**src/rtl/seg_guard_pkg.sv**
```systemverilog
package seg_guard_pkg;

    typedef enum logic [1:0] {
        KIND_READ      = 2'd0,
        KIND_WRITE     = 2'd1,
        KIND_FETCH     = 2'd2,
        KIND_FETCH_ALT = 2'd3
    } acc_kind_e;

    typedef enum logic [1:0] {
        CAUSE_NONE  = 2'd0,
        CAUSE_WRITE = 2'd1,
        CAUSE_READ  = 2'd2,
        CAUSE_LIMIT = 2'd3
    } gp_cause_e;

    typedef enum logic [1:0] {
        ST_IDLE  = 2'd0,
        ST_PASS  = 2'd1,
        ST_FAULT = 2'd2
    } verdict_st_e;

endpackage

```
**src/rtl/seg_mode_gate.sv**
```systemverilog
module seg_mode_gate (
    input  logic pe,
    input  logic lma,
    input  logic cs_long,
    output logic check_en
);
    // 64-bit code and unprotected operation both skip all checks
    always_comb begin
        check_en = pe && !(lma && cs_long);
    end
endmodule

```
**src/rtl/seg_rights_chk.sv**
```systemverilog
module seg_rights_chk
    import seg_guard_pkg::*;
(
    input  logic [1:0] kind,
    input  logic       can_read,
    input  logic       can_write,
    output logic       wr_viol,
    output logic       rd_viol
);
    always_comb begin
        wr_viol = (kind == KIND_WRITE) && !can_write;
        rd_viol = (kind == KIND_READ)  && !can_read;
    end
endmodule

```
**src/rtl/seg_limit_chk.sv**
```systemverilog
module seg_limit_chk #(
    parameter int ADDR_W = 32,
    parameter int SIZE_W = 4
) (
    input  logic [ADDR_W-1:0] addr,
    input  logic [SIZE_W-1:0] size,
    input  logic [ADDR_W-1:0] base,
    input  logic [ADDR_W-1:0] limit,
    input  logic              down,
    output logic              lim_viol
);
    localparam int EXT_W = ADDR_W + 1;

    logic [EXT_W-1:0] end_ext;
    logic [EXT_W-1:0] lim_ext;
    logic [EXT_W-1:0] base_ext;
    logic             wrapped;
    logic             past_lim;
    logic             below_base;
    logic             at_or_under_lim;
    logic             reach_base;

    always_comb begin
        end_ext         = {1'b0, addr} + EXT_W'(size);
        lim_ext         = {1'b0, limit};
        base_ext        = {1'b0, base};
        wrapped         = limit < base;
        past_lim        = lim_ext < end_ext;
        below_base      = addr < base;
        at_or_under_lim = addr <= limit;
        reach_base      = end_ext >= base_ext;
        unique case ({down, wrapped})
            2'b00:   lim_viol = past_lim;
            2'b01:   lim_viol = past_lim && below_base;
            2'b10:   lim_viol = at_or_under_lim && reach_base;
            default: lim_viol = at_or_under_lim || reach_base;
        endcase
    end
endmodule

```
**src/rtl/seg_guard.sv**
```systemverilog
module seg_guard
    import seg_guard_pkg::*;
#(
    parameter int ADDR_W = 32,
    parameter int SIZE_W = 4
) (
    input  logic              clk,
    input  logic              rst_n,
    input  logic              req_valid,
    input  logic [ADDR_W-1:0] req_addr,
    input  logic [SIZE_W-1:0] req_size,
    input  logic [1:0]        req_kind,
    input  logic [ADDR_W-1:0] seg_base,
    input  logic [ADDR_W-1:0] seg_limit,
    input  logic              seg_rd,
    input  logic              seg_wr,
    input  logic              seg_down,
    input  logic              mode_pe,
    input  logic              mode_lma,
    input  logic              mode_cs_long,
    output logic              rsp_valid,
    output logic              rsp_pass,
    output logic              rsp_fault,
    output logic [1:0]        rsp_cause
);
    localparam int EXT_W = ADDR_W + 1;

    logic        check_en;
    logic        wr_viol;
    logic        rd_viol;
    logic        lim_viol;
    gp_cause_e   cause_d;
    gp_cause_e   cause_q;
    verdict_st_e state_q;
    verdict_st_e state_d;

    seg_mode_gate u_gate (
        .pe       (mode_pe),
        .lma      (mode_lma),
        .cs_long  (mode_cs_long),
        .check_en (check_en)
    );

    seg_rights_chk u_rights (
        .kind      (req_kind),
        .can_read  (seg_rd),
        .can_write (seg_wr),
        .wr_viol   (wr_viol),
        .rd_viol   (rd_viol)
    );

    seg_limit_chk #(
        .ADDR_W (ADDR_W),
        .SIZE_W (SIZE_W)
    ) u_limit (
        .addr     (req_addr),
        .size     (req_size),
        .base     (seg_base),
        .limit    (seg_limit),
        .down     (seg_down),
        .lim_viol (lim_viol)
    );

    // Cause priority: write right, then read right, then limit
    always_comb begin
        if (!check_en)     cause_d = CAUSE_NONE;
        else if (wr_viol)  cause_d = CAUSE_WRITE;
        else if (rd_viol)  cause_d = CAUSE_READ;
        else if (lim_viol) cause_d = CAUSE_LIMIT;
        else               cause_d = CAUSE_NONE;
    end

    // Transitions: accept, reject, drain
    always_comb begin
        if (!req_valid)                state_d = ST_IDLE;
        else if (cause_d == CAUSE_NONE) state_d = ST_PASS;
        else                           state_d = ST_FAULT;
    end

    always_ff @(posedge clk) begin
        if (!rst_n) begin
            state_q <= ST_IDLE;
            cause_q <= CAUSE_NONE;
        end else begin
            state_q <= state_d;
            cause_q <= req_valid ? cause_d : CAUSE_NONE;
        end
    end

    always_comb begin
        rsp_cause = cause_q;
        unique case (state_q)
            ST_IDLE:  begin rsp_valid = 1'b0; rsp_pass = 1'b0; rsp_fault = 1'b0; end
            ST_PASS:  begin rsp_valid = 1'b1; rsp_pass = 1'b1; rsp_fault = 1'b0; end
            ST_FAULT: begin rsp_valid = 1'b1; rsp_pass = 1'b0; rsp_fault = 1'b1; end
            default:  begin rsp_valid = 1'b0; rsp_pass = 1'b0; rsp_fault = 1'b0; end
        endcase
    end

    // Port-level view used by the properties below
    logic             chk_on_a;
    logic [EXT_W-1:0] end_a;
    always_comb begin
        chk_on_a = mode_pe && !(mode_lma && mode_cs_long);
        end_a    = EXT_W'(req_addr) + EXT_W'(req_size);
    end

    p_bypass_r1: assert property (@(posedge clk) disable iff (!rst_n)
        (req_valid && !chk_on_a) |=> (rsp_pass && rsp_cause == 2'd0));

    p_write_right_r2: assert property (@(posedge clk) disable iff (!rst_n)
        (req_valid && chk_on_a && req_kind == 2'd1 && !seg_wr)
        |=> (rsp_fault && rsp_cause == 2'd1));

    p_read_right_r3: assert property (@(posedge clk) disable iff (!rst_n)
        (req_valid && chk_on_a && req_kind == 2'd0 && !seg_rd)
        |=> (rsp_fault && rsp_cause == 2'd2));

    p_up_limit_r4: assert property (@(posedge clk) disable iff (!rst_n)
        (req_valid && chk_on_a && req_kind[1] && !seg_down &&
         seg_limit >= seg_base && EXT_W'(seg_limit) < end_a)
        |=> (rsp_fault && rsp_cause == 2'd3));

    p_idle_r10: assert property (@(posedge clk) disable iff (!rst_n)
        !req_valid |=> !rsp_valid);

    p_pass_clean_r11: assert property (@(posedge clk) disable iff (!rst_n)
        rsp_pass |-> (!rsp_fault && rsp_cause == 2'd0));

endmodule

```
**config.mk**
```make
export PLATFORM = sky130hd
export DESIGN_NAME = seg_guard
export DESIGN_NICKNAME = d
export VERILOG_FILES = /design/src/rtl/seg_guard_pkg.sv /design/src/rtl/seg_mode_gate.sv /design/src/rtl/seg_rights_chk.sv /design/src/rtl/seg_limit_chk.sv /design/src/rtl/seg_guard.sv
export SDC_FILE = /design/constraint.sdc
export NUM_CORES = 1
export LEC_CHECK = 0
export BUFFER_PORTS_ARGS = -buffer_cell sky130_fd_sc_hd__buf_2
export CAP_MARGIN = 20
export CORE_MARGIN = 5
export CORE_UTILIZATION = 51
export DETAILED_ROUTE_END_ITERATION = 16
export PLACE_DENSITY = 0.85
export SETUP_SLACK_MARGIN = 0.15
export SYNTH_ARGS = -nofsm -noshare
export SYNTH_HDL_FRONTEND = slang
export SYNTH_SLANG_ARGS = --single-unit
```
**constraint.sdc**
```tcl
create_clock -name clk -period 5 [get_ports clk]
set_input_delay 0.25 -clock clk [delete_from_list [all_inputs] [get_ports clk]]
set_output_delay 0.25 -clock clk [all_outputs]
set_load 0.005 [all_outputs]
```
==> summary.txt, run 1 <==
Global routing
  • Vias in the first global route: 5157
  • GRT overflow: 0
  • Global-route wire length before repair: 23.4 mm
  • Initial antenna violation count: 0
  • GRT Total Usage: 0.247
  • Largest net degree at the start of global routing: 10

STA
  • Slew @ Worst Pin: 1.02 ns
  • Fin. max-slew vios: 0
  • RSZ-0062 raised after global routing: no
  • Final Setup Violations: 0
  • Final worst-path cycle share: 0.873
  • Min Clock Period, post-route: 4.37 ns
  • Final setup margin: 0.634 ns
  • Max Clock Freq: 0.229 GHz
  • Rel. slew slack: 0.311
  • Final setup TNS: 0 ns
  • Final Hold Fails: 0

Logic synthesis
  • Synth Instances: 604
  • Mapped cell area: 0.00464 mm2
  • Netlist cell types: 50
  • Post-synth ARST share: 0
  • Syn nets: 877
  • Synth Flop Type: dfxtp_1
  • Yosys reg bits: 4
  • Synthesized area per cell: about 7.7 um2
  • Number of enable flip-flop cells after synthesis: 0
  • Post-synthesis sequential area ratio: 0.0173
  • Yosys warns: 0

Clock tree
  • Clock transition at path regs: 0.03 ns
  • CTS tree: done
  • Clock sink count: 4
  • CTS H-Tree Depth: 1
  • Worst-case clock buffer depth: 2
  • Root Buffer: clkbuf_8
  • Cts bufs inserted: 3
  • Setup bufs post-CTS: 0

Routing
  • DR vias/cell: 6.00
  • Routed via count: 4991
  • DR DRC count: 0
  • Antenna-violating nets left: 0
  • 1st-pass router iterations: 6
  • WL final: around 14 mm
  • Per-cell routed wire length: 16.9 um
  • Number of DRC markers in iteration 0: roughly 260

Cells and area
  • Share of cells above drive strength 1: 0.180
  • Fin nets: approximately 1000
  • Ant. Diodes: 0
  • Util after Layout: 0.614
  • P&R area growth vs syn: 16.6%
  • Fillers: 797
  • Most frequent cells in the layout: 161 x ha_1, 115 x buf_2, 105 x inv_1
  • Most common cell after layout, fill and taps aside: ha_1
  • Post-route cell area: approximately 0.0054 mm2

Setup path
  • Worst setup EP type: flip-flop
  • Critical Path Slowest Stage Cell: nor4_4
  • Crit Path Category: input pin to flip-flop
  • CP Max Fanout: 5
  • Worst stage delay on the critical path: about 0.44 ns
  • Arr. time, crit path: between 4 and 5 ns
  • Crit path launch type: input pin
  • Most common cell on crit path: a21oi_1
  • Critical path data required time: 5.15 ns
  • Cell Chain, Critical Path: buf_2 > ha_1 > fa_1 > a21o_1 > a21oi_1 > buf_4 > nor4_4 > nand2_1 > inv_1 > and3_1 > xor2_1 > inv_1 > ha_1 > a211o_1 > a21oi_1 > nand2_1 > or2_2 > a211oi_1 > o41ai_1 > a311oi_2 > o21ai_0 > a21oi_1

Placement
  • Place WS: approximately 0.43 ns
  • Global placement routability congestion: 0.957
  • Placed cell area: roughly 0.0054 mm2
  • DP HPWL: 12.6 mm
  • Input/output buffers: 115

Floorplan
  • Die W: about 110 um
  • Die Ht: 105 um
  • CORE AREA: just under 0.009 mm2
  • I/O pin count: 116
  • Die area: 0.0111 mm2
  • Row cnt: 34
  • Initial Util: 0.527

Outcome
  • Outcome: completed

Worst hold path
  • Min-Delay Path Depth: 3
  • Tightest Hold Check Type: input pin to flip-flop

Run
  • Max_cap viols: 0

Power and ir drop
  • Leakage power: 3.06 nW
  • Power per standard cell area: 104 mW/mm2
  • Peak VDD IR: 0.0429 mV
[routing by layer]
layer	up-vias	routed length (um)	global-route usage
met5	-	0	0
met4	0	263	0.0600
met3	26	1130	0.0361
met2	200	6370	0.424
met1	2281	6330	0.325
li1	2484	-	-
[critical path, delay by kind of cell]
family,cells,cell delay [ns]
AOI/OAI and AO/OA,9,1.73
xor gates and xnor gates,1,0.19
adders and majority gates,3,0.70
buffers and inverters,4,0.49
and+or+nand+nor,5,1.13
[power by group]
part	switching [mW]	internal [mW]	leakage, nW
Sequential	0.000636	0.0337	0.0327
Combinational	0.260	0.200	3.01
Clock	0.0178	0.0514	0.0216
Total	0.278	0.285	3.06
[cell families after synthesis]
kind of cell             synth area share
adder cells (fa/ha/maj)             0.439
AO/OA/AOI/OAI                       0.228
AND/OR/NAND/NOR                     0.172
buffers and inverters              0.0850
XOR/XNOR                           0.0566
flip-flops                         0.0173
multiplexers                      0.00243
[metrics by stage]
stage / hold WS [ns] / power (mW) / cells
final: 0.275 / 0.563 / 832
after CTS: 0.274 / 0.558 / 832
after detailed placement: 0.499 / 0.485 / 829
after global placement: 0.489 / 0.461 / 829
after floorplan: 0.366 / 0.317 / 604
after global routing: 0.294 / 0.629 / 832
[sequential cells by signal, summed over array words and instances (netlist names)]
signal	cells
state_q	2
rsp_cause	2
[path summary, 6_finish.rpt]
path                         from           end
worst max-delay path  req_addr[0]  rsp_cause[0]
worst min-delay path    req_valid    state_q[0]
[what timing repair did]
item                       4_1_cts  5_1_grt
setup endpoints to repair        0        2
hold buffers                     0        0
gates resized for setup          0        1
[synthesized netlist by cell type (15+ instances only)]
cell type,instances,area share
ha_1,161,0.43
o21ai_0,32,0.035
xnor2_1,20,0.038
nand4_1,27,0.036
nand3_1,16,0.017
a211oi_1,15,0.024
nor2_1,21,0.017
a21o_1,20,0.032
inv_1,105,0.085
a21oi_1,39,0.042
nand2_1,30,0.024
[layout make-up]
type / count / area (um2) / share of cell area
Timing Repair Buffer: 117 / 591 / 0.109
Tap cell: 108 / 135 / 0.0250
Sequential cell: 4 / 80.1 / 0.0148
Multi-Input combinational cell: 495 / 4170 / 0.771
Clock buffer: 3 / 41.3 / 0.00763
Inverter: 105 / 394 / 0.0729
No activity file was read; power rests on OpenSTA's default activity.
==> run 2: changes to the inputs <==
--- a/config.mk
+++ b/config.mk
@@ -10,8 +10,9 @@
 export CORE_MARGIN = 5
 export CORE_UTILIZATION = 51
 export DETAILED_ROUTE_END_ITERATION = 16
-export PLACE_DENSITY = 0.85
+export PLACE_DENSITY = 0.77
 export SETUP_SLACK_MARGIN = 0.15
+export SKIP_LAST_GASP = 1
 export SYNTH_ARGS = -nofsm -noshare
 export SYNTH_HDL_FRONTEND = slang
 export SYNTH_SLANG_ARGS = --single-unit
==> constraint.sdc (replaced) <==
create_clock -name clk -period 5.35 [get_ports clk]
set_input_delay 0.2675 -clock clk [delete_from_list [all_inputs] [get_ports clk]]
set_output_delay 0.2675 -clock clk [all_outputs]
set_load 0.005 [all_outputs]
==> summary.txt, run 2 (synthesized netlist as in run 1, its figures left out) <==
Cells and area
  • Most frequent cells in the layout: 161 x ha_1, 115 x buf_2, 105 x inv_1 (unchanged)
  • Footprint of the multi-input gates: 0.00417 mm2 (about the same)
  • Fillers: 838 (was 797)
  • Most common cell after layout, fill and taps aside: ha_1 (unchanged)
  • Ant. Diodes: 0 (unchanged)
  • Register Area: 80.1 um2 (unchanged)
  • Fin nets: 997 (was 999)
  • Finished Layout Cells: 830 (was 832)
  • P&R area growth vs syn: 16.2% (was 16.6%)
  • Share of cells above drive strength 1: 0.176 (was 0.180)

Clock tree
  • CTS tree: done (unchanged)
  • Clock sink count: 4 (unchanged)
  • Clock transition at path regs: 0.03 ns (about the same)
  • CTS H-Tree Depth: 1 (unchanged)
  • Root Buffer: clkbuf_8 (unchanged)
  • # hold bufs at CTS: 0 (unchanged)
  • Setup bufs post-CTS: 0 (unchanged)
  • Cts bufs inserted: 3 (unchanged)
  • PostCTS Resize Cnt: 0 (unchanged)
  • Worst-case clock buffer depth: 2 (unchanged)

Routing
  • DR vias/cell: 5.87 (was 6.00)
  • Antenna-violating nets left: 0 (unchanged)
  • WL final: 13.7 mm (was 14.1 mm)
  • Number of DRC markers in iteration 0: 237 (was 264)
  • DR DRC count: 0 (unchanged)
  • 1st-pass router iterations: 5 (was 6)
  • Routed via count: 4869 (was 4991)
  • Per-cell routed wire length: 16.5 um (was 16.9 um)

Setup path
  • Crit Path Category: input pin to flip-flop (unchanged)
  • Worst setup EP type: flip-flop (unchanged)
  • Crit path launch type: input pin (unchanged)
  • Critical path data required time: 5.49 ns (was 5.15 ns)
  • Arr. time, crit path: 4.67 ns (was 4.51 ns)
  • CP startpoint: req_addr[1] (was req_addr[0])
  • CP Max Fanout: 5 (unchanged)

Power and ir drop
  • Clock share of power: 0.124 (was 0.123)
  • Power per standard cell area: 95.9 mW/mm2 (was 104 mW/mm2)
  • Leakage power: 3.05 nW (was 3.06 nW)
  • Cell internal pwr: 263 uW (was 285 uW)
  • Switch share: 0.491 (was 0.494)
  • Peak VDD IR: 0.0698 mV (was 0.0429 mV)
  • Comb power frac: 0.814 (was 0.816)
  • Reg power frac: 0.062 (was 0.061)
  • Switch Pwr: 254 uW (was 278 uW)

STA
  • Fin. max-slew vios: 0 (unchanged)
  • Rel. slew slack: 0.357 (was 0.311)
  • Final setup TNS: 0 ns (unchanged)
  • RSZ-0062 raised after global routing: no (unchanged)
  • Min Clock Period, post-route: 4.53 ns
  • Final worst-path cycle share: 0.846
  • Final Setup Violations: 0 (unchanged)
  • Final Hold Fails: 0 (unchanged)
  • Max Clock Freq: 0.221 GHz
  • Slew @ Worst Pin: 0.955 ns (was 1.02 ns)

Global routing
  • Vias in the first global route: 4975 (was 5157)
  • Largest net degree at the start of global routing: 10 (unchanged)
  • GRT Total Usage: 0.241 (was 0.247)
  • Global-route wire length before repair: 22.7 mm (was 23.4 mm)
  • GRT overflow: 0 (unchanged)
  • Initial antenna violation count: 0 (unchanged)

Floorplan
  • Row cnt: 34 (unchanged)
  • Die area: 0.0111 mm2 (unchanged)
  • CORE AREA: 0.00881 mm2 (unchanged)
  • Die W: 105 um (unchanged)
  • I/O pin count: 116 (unchanged)
  • Initial Util: 0.527 (unchanged)
  • Die Ht: 105 um (unchanged)

Placement
  • DP HPWL: 12.4 mm (was 12.6 mm)
  • Global placement routability congestion: 0.955 (was 0.957)
  • Dpl cells: 827 (was 829)
  • Input/output buffers: 115 (unchanged)

Worst hold path
  • Tightest Hold Check Type: input pin to flip-flop (unchanged)
  • HP Start: req_valid (unchanged)

Outcome
  • Outcome: completed (unchanged)

Run
  • Max_cap viols: 0 (unchanged)
## run 2: cell types whose count changed in the layout (fill, tap and decap cells not counted)
cell	previous run	this run
buf_4	2	0
nor2_1	20	21
nor2_2	1	0
## run 2: path summary, 6_finish.rpt
check	endpoint	slack (ns)	cells after the start
max	rsp_cause[0]	0.82	20
min	state_q[0]	0.29	3
## run 2: area by class of cell
| class | count | share of cell area |
|---|---|---|
| flip-flops and latches | 4 | 0.0149 |
| multi-input cells | 495 | 0.773 |
| repair buffers | 115 | 0.107 |
| well taps | 108 | 0.0251 |
| inverters | 105 | 0.0731 |
| clock buffers | 3 | 0.00766 |
## run 2: power groups by stage
stage,registers (mW),clock network [mW],logic [mW]
CTS,0.0320,0.0650,0.418
global route,0.0321,0.0669,0.481
global placement,0.0324,0,0.399
floorplan,0.0325,0,0.263
finish,0.0320,0.0641,0.421
detailed placement,0.0324,0,0.415
## run 2: metal layers
layer  up-vias  global-route usage  share of wire
met5         -                   0              0
met4         0              0.0412          0.010
met3        12              0.0171          0.053
met2       155               0.432           0.47
met1      2227               0.320           0.46
li1       2475                   -              -
## run 2: per-stage QoR
| stage | hold WS [ns] | power (mW) | utilization | area, um2 | setup WS (ns) |
|---|---|---|---|---|---|
| after global placement | 0.506 | 0.431 | 0.608 | 5350 | 0.754 |
| final | 0.293 | 0.517 | 0.612 | 5390 | 0.822 |
| after detailed placement | 0.514 | 0.447 | 0.608 | 5350 | 0.667 |
| after global routing | 0.324 | 0.580 | 0.612 | 5390 | 0.473 |
| after floorplan | 0.384 | 0.296 | - | 4640 | 1.29 |
| after CTS | 0.294 | 0.515 | 0.612 | 5390 | 0.871 |
## run 2: worst max-delay path: stages
cell and delay [ns]:
buf_2 0.13, ha_1 0.29, a21o_1 0.15, a21oi_1 0.23, nor2b_1 0.09, o2111ai_1 0.41, or3_1 0.24, inv_1 0.07
and3_1 0.17, xor2_1 0.16, ha_1 0.30, nand4_1 0.12, or4_1 0.47, o21ai_0 0.22, o2111ai_1 0.15, a31o_1 0.23
a31o_1 0.18, a311oi_2 0.41, o21ai_0 0.18, a21oi_1 0.18
